<file path="src/rtl/addr16_pkg.sv">
package addr16_pkg;

  localparam int SEG_W = 3;
  localparam logic [SEG_W-1:0] SEG_DEFAULT = 3'd0;
  localparam logic [SEG_W-1:0] SEG_CS      = 3'd2;
  localparam logic [SEG_W-1:0] SEG_SS      = 3'd3;

  // strobes from control to datapath
  typedef struct packed {
    logic load;
    logic takeLo;
    logic takeHi;
  } strobe_t;

  function automatic logic isDirect(input logic [1:0] modF, input logic [2:0] rmF);
    return (modF == 2'd0) && (rmF == 3'd6);
  endfunction

  function automatic logic [1:0] dispCount(input logic [1:0] modF, input logic [2:0] rmF);
    logic [1:0] n;
    case (modF)
      2'd1:    n = 2'd1;
      2'd2:    n = 2'd2;
      2'd0:    n = isDirect(modF, rmF) ? 2'd2 : 2'd0;
      default: n = 2'd0;
    endcase
    return n;
  endfunction

endpackage

</file>
<file path="src/rtl/addr16_ctrl.sv">
module addr16_ctrl
  import addr16_pkg::*;
(
  input  logic       clk,
  input  logic       rstN,
  input  logic       start,
  input  logic [1:0] modField,
  input  logic [2:0] rmField,
  input  logic       byteValid,
  output strobe_t    stb,
  output logic       busy,
  output logic       done,
  output logic [1:0] usedCount
);

  typedef enum logic [1:0] {ST_IDLE, ST_FETCH, ST_FIN} state_e;

  state_e     state;
  logic [1:0] needQ;
  logic [1:0] usedQ;
  logic [1:0] needNow;

  assign needNow = dispCount(modField, rmField);

  always_comb begin
    stb.load   = (state == ST_IDLE) && start;
    stb.takeLo = (state == ST_FETCH) && byteValid && (usedQ == 2'd0);
    stb.takeHi = (state == ST_FETCH) && byteValid && (usedQ == 2'd1);
  end

  always_ff @(posedge clk) begin
    if (!rstN) begin
      state <= ST_IDLE;
      needQ <= 2'd0;
      usedQ <= 2'd0;
    end else begin
      case (state)
        ST_IDLE: begin
          if (start) begin
            needQ <= needNow;
            usedQ <= 2'd0;
            state <= (needNow == 2'd0) ? ST_FIN : ST_FETCH;
          end
        end
        ST_FETCH: begin
          if (byteValid) begin
            usedQ <= usedQ + 2'd1;
            if ((usedQ + 2'd1) == needQ) state <= ST_FIN;
          end
        end
        default: state <= ST_IDLE;
      endcase
    end
  end

  assign busy      = (state != ST_IDLE);
  assign done      = (state == ST_FIN);
  assign usedCount = usedQ;

  AST_DONE_PULSE: assert property (@(posedge clk) disable iff (!rstN)
    done |=> !done);

  AST_LOAD_MAKES_BUSY: assert property (@(posedge clk) disable iff (!rstN)
    stb.load |=> busy);

  AST_FETCH_BOUND: assert property (@(posedge clk) disable iff (!rstN)
    (state == ST_FETCH) |-> (usedQ < needQ));

endmodule

</file>
<file path="src/rtl/addr16_dpath.sv">
module addr16_dpath
  import addr16_pkg::*;
#(
  parameter int ADDR_W = 16
) (
  input  logic              clk,
  input  logic              rstN,
  input  strobe_t           stb,
  input  logic [1:0]        modField,
  input  logic [2:0]        rmField,
  input  logic              writeBit,
  input  logic [SEG_W-1:0]  segOverride,
  input  logic              flatMode,
  input  logic [ADDR_W-1:0] regBx,
  input  logic [ADDR_W-1:0] regBp,
  input  logic [ADDR_W-1:0] regSi,
  input  logic [ADDR_W-1:0] regDi,
  input  logic [7:0]        byteData,
  output logic [ADDR_W-1:0] offset,
  output logic [SEG_W-1:0]  segOut,
  output logic              invalid,
  output logic              fault
);

  localparam int HI_W = ADDR_W - 8;

  logic [1:0]        modQ;
  logic [2:0]        rmQ;
  logic              wrQ;
  logic              flatQ;
  logic [SEG_W-1:0]  segQ;
  logic [ADDR_W-1:0] baseQ;
  logic [7:0]        loQ;
  logic [7:0]        hiQ;
  logic [ADDR_W-1:0] baseNow;
  logic [ADDR_W-1:0] dispVal;
  logic              directQ;
  logic              bpForm;

  // register pair selected by r/m; zero for the bare displacement form
  always_comb begin
    case (rmField)
      3'd0: baseNow = regBx + regSi;
      3'd1: baseNow = regBx + regDi;
      3'd2: baseNow = regBp + regSi;
      3'd3: baseNow = regBp + regDi;
      3'd4: baseNow = regSi;
      3'd5: baseNow = regDi;
      3'd6: baseNow = regBp;
      default: baseNow = regBx;
    endcase
    if (isDirect(modField, rmField)) baseNow = '0;
  end

  always_ff @(posedge clk) begin
    if (!rstN) begin
      modQ  <= 2'd0;
      rmQ   <= 3'd0;
      wrQ   <= 1'b0;
      flatQ <= 1'b0;
      segQ  <= SEG_DEFAULT;
      baseQ <= '0;
      loQ   <= 8'd0;
      hiQ   <= 8'd0;
    end else begin
      if (stb.load) begin
        modQ  <= modField;
        rmQ   <= rmField;
        wrQ   <= writeBit;
        flatQ <= flatMode;
        segQ  <= segOverride;
        baseQ <= baseNow;
        loQ   <= 8'd0;
        hiQ   <= 8'd0;
      end
      if (stb.takeLo) loQ <= byteData;
      if (stb.takeHi) hiQ <= byteData;
    end
  end

  assign directQ = isDirect(modQ, rmQ);
  assign bpForm  = ((rmQ == 3'd2) || (rmQ == 3'd3) || (rmQ == 3'd6)) && !directQ;

  always_comb begin
    case (modQ)
      2'd1:    dispVal = {{HI_W{loQ[7]}}, loQ};
      2'd2:    dispVal = {{(HI_W-8){1'b0}}, hiQ, loQ};
      2'd0:    dispVal = directQ ? {{(HI_W-8){1'b0}}, hiQ, loQ} : '0;
      default: dispVal = '0;
    endcase
  end

  assign offset  = baseQ + dispVal;
  assign segOut  = ((segQ == SEG_DEFAULT) && bpForm) ? SEG_SS : segQ;
  assign invalid = (modQ == 2'd3);
  assign fault   = flatQ && wrQ && (segQ == SEG_CS);

  AST_KEEP_OVERRIDE: assert property (@(posedge clk) disable iff (!rstN)
    (segQ != SEG_DEFAULT) |-> (segOut == segQ));

  AST_DIRECT_NO_PROMOTE: assert property (@(posedge clk) disable iff (!rstN)
    (directQ && (segQ == SEG_DEFAULT)) |-> (segOut == SEG_DEFAULT));

  AST_MOD3_NO_DISP: assert property (@(posedge clk) disable iff (!rstN)
    invalid |-> (offset == baseQ));

endmodule

</file>
<file path="src/rtl/addr16_gen.sv">
module addr16_gen
  import addr16_pkg::*;
(
  input  logic        clk,
  input  logic        rstN,
  input  logic        start,
  input  logic [7:0]  modrm,
  input  logic [2:0]  segOverride,
  input  logic        flatMode,
  input  logic [15:0] regBx,
  input  logic [15:0] regBp,
  input  logic [15:0] regSi,
  input  logic [15:0] regDi,
  input  logic        byteValid,
  input  logic [7:0]  byteData,
  output logic        busy,
  output logic        done,
  output logic [15:0] offset,
  output logic [2:0]  segOut,
  output logic        invalid,
  output logic        fault,
  output logic [1:0]  bytesUsed
);

  localparam int ADDR_W = 16;

  strobe_t stb;
  logic    unusedRegOp;

  // bits 5 and 3 of the register/opcode field play no part in addressing
  assign unusedRegOp = modrm[5] ^ modrm[3];

  addr16_ctrl uCtrl (
    .clk       (clk),
    .rstN      (rstN),
    .start     (start),
    .modField  (modrm[7:6]),
    .rmField   (modrm[2:0]),
    .byteValid (byteValid),
    .stb       (stb),
    .busy      (busy),
    .done      (done),
    .usedCount (bytesUsed)
  );

  addr16_dpath #(.ADDR_W(ADDR_W)) uDpath (
    .clk         (clk),
    .rstN        (rstN),
    .stb         (stb),
    .modField    (modrm[7:6]),
    .rmField     (modrm[2:0]),
    .writeBit    (modrm[4]),
    .segOverride (segOverride),
    .flatMode    (flatMode),
    .regBx       (regBx),
    .regBp       (regBp),
    .regSi       (regSi),
    .regDi       (regDi),
    .byteData    (byteData),
    .offset      (offset),
    .segOut      (segOut),
    .invalid     (invalid),
    .fault       (fault)
  );

  AST_INVALID_NO_BYTES: assert property (@(posedge clk) disable iff (!rstN)
    (done && invalid) |-> (bytesUsed == 2'd0));

endmodule

</file>
<file path="config.mk">
export PLATFORM = sky130hd
export DESIGN_NAME = addr16_gen
export DESIGN_NICKNAME = d
export VERILOG_FILES = /design/src/rtl/addr16_pkg.sv /design/src/rtl/addr16_ctrl.sv /design/src/rtl/addr16_dpath.sv /design/src/rtl/addr16_gen.sv
export SDC_FILE = /design/constraint.sdc
export NUM_CORES = 1
export LEC_CHECK = 0
export ABC_AREA = 0
export CAP_MARGIN = 20
export CORE_MARGIN = 2
export CORE_UTILIZATION = 53
export CTS_CLUSTER_SIZE = 12
export DETAILED_ROUTE_END_ITERATION = 12
export PLACE_DENSITY = 0.81
export SLEW_MARGIN = 30
export SYNTH_ARGS = -nofsm -noshare
export SYNTH_HDL_FRONTEND = slang
export SYNTH_SLANG_ARGS = --single-unit
</file>
<file path="constraint.sdc">
create_clock -name clk -period 4.3 [get_ports clk]
set_input_delay 0.43 -clock clk [delete_from_list [all_inputs] [get_ports clk]]
set_output_delay 0.43 -clock clk [all_outputs]
set_load 0.02 [all_outputs]
</file>
# ---- Yosys cells after proc, flatten, opt, wreduce, memory -nomap -nowiden
# Index checks and enable logic that the tools add are counted.
dict set report word_totals {
  elab_cells 84
  mem_bits_rw 0
  memories 0
  ff_bits 48
  mem_bits_ro 0
  in_bits 88
  latch_bits 0
}
dict set report classes {
  n_addsub 6
  shift 0
  reduce_logical 27
  n_mul 0
  n_mux 18
  bitwise 0
  n_eq_ne 22
  div_mod_pow 0
  n_lt_le_gt_ge 0
}
# operator count
set op_table {}
lappend op_table {{$pmux W16 S7} 1}
lappend op_table {{$add A16 B16 Y16} 5}
lappend op_table {{$pmux W16 S3} 1}
lappend op_table {{$mux W16} 2}
lappend op_table {{$mux W8} 3}
lappend op_table {{$eq A3 B2 Y1 const B} 5}
lappend op_table {{$mux W2} 7}
lappend op_table {{$eq A3 B3 Y1 const B} 4}
lappend op_table {{$logic_and A1 B1 Y1} 10}
lappend op_table {{$logic_not A2 Y1} 5}
lappend op_table {{$eq A2 B1 Y1 const B} 4}
lappend op_table {{$eq A2 B2 Y1 const B} 4}
lappend op_table {{$pmux W2 S2} 2}
lappend op_table {{$reduce_bool A2 Y1} 4}
lappend op_table {{$logic_not A3 Y1} 2}
lappend op_table {{$ne A2 B2 Y1 const B} 3}
lappend op_table {{$pmux W2 S3} 1}
lappend op_table {{$reduce_and A3 Y1} 2}
lappend op_table {{$eq A3 B1 Y1 const B} 1}
lappend op_table {{$mux W3} 1}
lappend op_table {{$add A2 B1 Y2 const B} 1}
lappend op_table {{$eq A2 B2 Y1} 1}
lappend op_table {{$logic_or A1 B1 Y1} 2}
lappend op_table {{$reduce_and A2 Y1} 1}
lappend op_table {{$logic_not A1 Y1} 1}

# ---- Depth between registers and ports, before layout
dict set report depth {
  depth_word 8
  ltp_mapped 16
  ltp_nobuf 13
}

# ---- Hierarchy
# Synthesis repeated with hierarchy kept, for this count alone.
dict set report unflattened {
  cells_unflattened 699
  hier_area_um2 5551.6
}
# mod area_per_inst_um2 n_inst cells_per_inst seq_area_each_um2
set by_module_without_submodules {}
lappend by_module_without_submodules {addr16_dpath 5143.7 1 654 840.8}
lappend by_module_without_submodules {addr16_ctrl 407.9 1 45 120.1}

# ---- Worst setup path before layout
# No wires, ideal clock.
dict set report synth_timing {
  path_kind {input to register}
  startpoint {in modrm[1]}
  endpoint {reg uDpath.baseQ[14]}
  arrival_ns 3.657
  setup_ns 0.117
  cell_stages 16
  slack_ns 0.526
  t_required_ns 4.183
  path_cell_list {buf_2 > nor2b_1 > clkbuf_1 > nand2_1 > clkbuf_1 > mux2_2 > ha_1 > inv_1 > fa_1 > nand3b_1 > a21o_1 > a21oi_1 > a31oi_1 > xnor2_1 > a221o_1 > a22o_1}
}
dict set report synth_between {
  elab_chain_len 3
}
# element line_no
set synth_rtl {}
lappend synth_rtl {{start: declaration} addr16_gen.sv:7} ;# input logic [7:0] modrm,
lappend synth_rtl {{$eq A3 B3 Y1, or another cell as far along} {addr16_pkg.sv:16, addr16_dpath.sv:42}}
lappend synth_rtl {{$pmux W16 S7 / $logic_and A1 B1 Y1 (equally long branches)} {addr16_dpath.sv:42, addr16_pkg.sv:16}}
lappend synth_rtl {{$mux W16 (*)} addr16_dpath.sv:52} ;# if (isDirect(modField, rmField)) baseNow = '0;
lappend synth_rtl {{end signal: assignment} addr16_dpath.sv:72} ;# baseQ <= baseNow;
lappend synth_rtl {{end: declaration} addr16_dpath.sv:32} ;# logic [ADDR_W-1:0] baseQ;
# Mark *: on every way between the ends. The rest lies on a longest branch, timed or not.
# A chain may end at the register's enable or synchronous reset.

# ---- Worst setup path in the final report
dict set report layout_timing {
  startpoint {reg uDpath.rmQ[0]}
  endpoint {out offset[15]}
}
dict set report layout_between {
  elab_chain_len 5
}
# element line_no
set layout_rtl {}
lappend layout_rtl {{start: declaration} addr16_dpath.sv:28} ;# logic [2:0] rmQ;
lappend layout_rtl {{start signal: assignment} addr16_dpath.sv:68} ;# rmQ <= rmField;
lappend layout_rtl {{$eq A3 B3 Y1} addr16_pkg.sv:16} ;# return (modF == 2'd0) && (rmF == 3'd6);
lappend layout_rtl {{$logic_and A1 B1 Y1} addr16_pkg.sv:16}
lappend layout_rtl {{$mux W16} addr16_dpath.sv:88} ;# 2'd0: dispVal = directQ ? {{(HI_W-8){1'b0}}, hiQ, loQ} : '0;
lappend layout_rtl {{$pmux W16 S3} addr16_dpath.sv:85} ;# case (modQ)
lappend layout_rtl {{$add A16 B16 Y16} addr16_dpath.sv:93} ;# assign offset = baseQ + dispVal;
lappend layout_rtl {{end: declaration} addr16_gen.sv:18} ;# output logic [15:0] offset,
# Every way passes these cells.

==> results.md <==
- Cell Pwr Density: between 200 and 250 mW/mm²
- DRC viols: 0
- Yosys cell types: slightly above 60
- Root Buffer: clkbuf_8
- Most frequent cells in the layout: clkdlybuf4s50_1 (108), nand2_1 (93), a21oi_1 (52)
- Worst-Margin Slew: 0.978 ns
- DP HPWL: 12.8 mm
- Die height: about 100 µm
- Final Cycle Share: between 90% and 100%
- Vias per inst: roughly 6
- Largest net degree at the start of global routing: 47
- R2R depth: 7
- Syn Area/Cell: 7.75 µm²
- Seq/Total Area, Yosys: between 15 and 20%
- Post-Layout Cell Count: a little over 900
- CTS tree: built
- R2r setup slk: between 1.5 and 2 ns
- Gr usage total: between 20% and 30%
- Final setup fails: 0
- Yosys warns: 0
- Final #Nets: roughly 920
- Worst vdd ir: 0.144 mV
- Worst Setup End Kind: primary output
- Min Tclk post-route: approximately 4.1 ns
- Cell area after synthesis: 0.00527 mm²
- Dpl cells: about 910
- Vias in the first global route: 5356
- Worst EP required: between 3 and 4 ns
- WL final: roughly 16 mm
- Initial DRT Pass Iterations: 5
- Die area: around 0.011 mm²
- Critical path origin: uDpath.rmQ[0]
- Total power: 1.59 mW
- Hold Crit Start: uDpath.wrQ
- Num CTS Buffers: 5
- Synth Net Count: 821
- Hold Crit Class: flop to flop
- Core area: slightly below 0.01 mm²
- Detailed-route via count: about 5600
- Reg2reg start: uCtrl.state[1]
- Initial antenna violation count: 0
- # diodes: 0
- Status: complete, no violations
- Post-DP Area: approximately 0.0065 mm²
- CTS sink cnt: between 40 and 50
- Kind of critical path: flop to primary output
- Mapped Cells: 680
- Grt ovf: 0
- Post-synthesis register bit count: 48
- Row cnt: 36
- PortBufs: between 100 and 150
- Slew Viols, Final: 0
- Tightest hold margin: approximately 0.48 ns
- P&R area growth vs syn: 27.0%
- Post-CTS Setup Bufs: 0
- RR Endpoint: uDpath.baseQ[5]
- Routed len/inst: about 18 µm
- Die X: around 100 µm
- Max-cap violations: 0
- Final Cell Area: 0.00669 mm²
- Post-synth top flop: dfxtp_1
- Element type at the critical path start: flop
- Fill cells: between 800 and 900
- Hold Path Stages: 2
- Global-route wire length before repair: 26.4 mm
- Worst Path Arrival: around 3.7 ns
- Worst-Skew Late Latency: approximately 0.31 ns
- Starting density of the core: 54.1%
- Leakage: roughly 2.7 nW
- CTS HTree Levels: 2
- Most common cell after layout, fill and taps aside: clkdlybuf4s50_1
- Fin util: 68.8%
- Hold violation count in the final report: 0
- Clock-pin slew on the worst setup and hold paths: roughly 0.1 ns
- Antenna viol nets, final: 0
- Placer Congestion: roughly 0.95
- Clock Skew: 0.0172 ns
- Asr flop ratio synth: 0%
- Fraction of final layout cells with drive strength greater than 1: roughly a tenth
- Worst Hold End: uDpath.wrQ
- Max frequency: between 200 and 250 MHz
- CTS max path bufs: 2
- Drt first-iter violations: between 300 and 400
- CP max FO: 8
- Post-synth EDFFs: 0
- # IOs: roughly 110
- Slew headroom: 34.6%
[critical path: stages, from the launching register on]
cell and delay (ns):
dfxtp_1 0.34, nand3b_1 0.17, a21oi_1 0.17, buf_4 0.17, nand2_1 0.06, a21oi_1 0.17, ha_1 0.33, o21a_1 0.21
o21a_1 0.16, o21ai_0 0.33, o41ai_2 0.15, a21o_1 0.19, a21oi_1 0.17, xnor2_1 0.16, clkdlybuf4s50_1 0.64
[stage by stage]
| stage | setup slack [ns] | TNS [ns] |
|---|---|---|
| after global routing | -0.0131 | -0.0131 |
| after detailed placement | 0.258 | 0 |
| after global placement | 0.332 | 0 |
| final | 0.163 | 0 |
| after floorplan | 0.526 | 0 |
| after CTS | 0.0794 | 0 |
[flip-flops by register name, summed over array words and instances, names as in the netlist, 2 cells and up]
name,cells
uCtrl.needQ,2
uDpath.segQ,3
uDpath.hiQ,8
uDpath.modQ,2
uDpath.loQ,8
uCtrl.state,2
uDpath.rmQ,3
uCtrl.usedCount,2
uDpath.baseQ,16
[area by class of cell]
class,instances,area (µm²),share of cell area [%]
clock inverters,3,68.8,1.03
inverters,18,67.6,1.01
multi-input cells,581,4130,61.6
clock buffers,5,68.8,1.03
flip-flops and latches,48,961,14.4
repair buffers,127,1230,18.4
well taps,133,166,2.49
[how the worst max path moves through the flow]
| stage | end | cells past startpoint |
|---|---|---|
| final | offset[15] | 14 |
| after global routing | offset[12] | 15 |
| after CTS | offset[14] | 15 |
| after detailed placement | uDpath.baseQ[15] | 12 |
| after global placement | uDpath.baseQ[15] | 12 |
| after floorplan | uDpath.baseQ[14] | 16 |
[metal layers]
metal,wire length (µm),global-route usage (%),share of wire [%],up-vias
met5,0,0,0,-
met4,349,8.01,2.1,0
met3,1120,3.15,6.9,30
met2,7770,52.6,48,268
met1,7080,37.8,43,2618
li1,-,-,-,2676
[cells by family after synthesis]
group	count (synthesis)	share of synthesized area, %
buffers and inverters	51	3.66
flip-flops	48	18.2
AO/OA/AOI/OAI	212	26.9
adder cells (fa/ha/maj)	53	13.0
multiplexers	53	11.6
AND/OR/NAND/NOR	225	20.3
XOR/XNOR	38	6.32
[Yosys cell counts (all sizes together), types with 3 or more instances]
cell	number	area, µm²
a22o	3	26.3
buf	7	27.5
nor3	10	50.1
a21oi	54	278
clkbuf	26	97.6
xor2	16	140
and4	3	26.3
a211oi	6	45.0
nand3	23	115
o21ai	38	190
mux2	44	495
a21o	14	105
nand2	93	349
inv	18	67.6
mux2i	7	70.1
xnor2	22	193
nand2b	6	37.5
and2	16	100
ha	50	626
fa	3	60.1
o211ai	8	60.1
dfxtp	48	961
o221ai	7	61.3
nor3b	5	37.5
o21bai	5	37.5
nor2b	14	87.6
a31oi	5	31.3
o21a	11	82.6
a21boi	32	240
o22ai	7	43.8
and3	5	31.3
nand3b	6	45.0
nor2	36	138
[power breakdown]
group / total, mW / internal [mW] / switching (mW)
clock network: 0.403 / 0.234 / 0.169
logic: 0.698 / 0.331 / 0.367
registers: 0.492 / 0.471 / 0.0211
[repair_timing]
action,CTS,global route
endpoints found under the setup margin,1,5
hold buffers,0,0
endpoints found under the hold margin,0,0
resized for setup,1,4
Note: power is estimated with default switching activity, not from simulation.
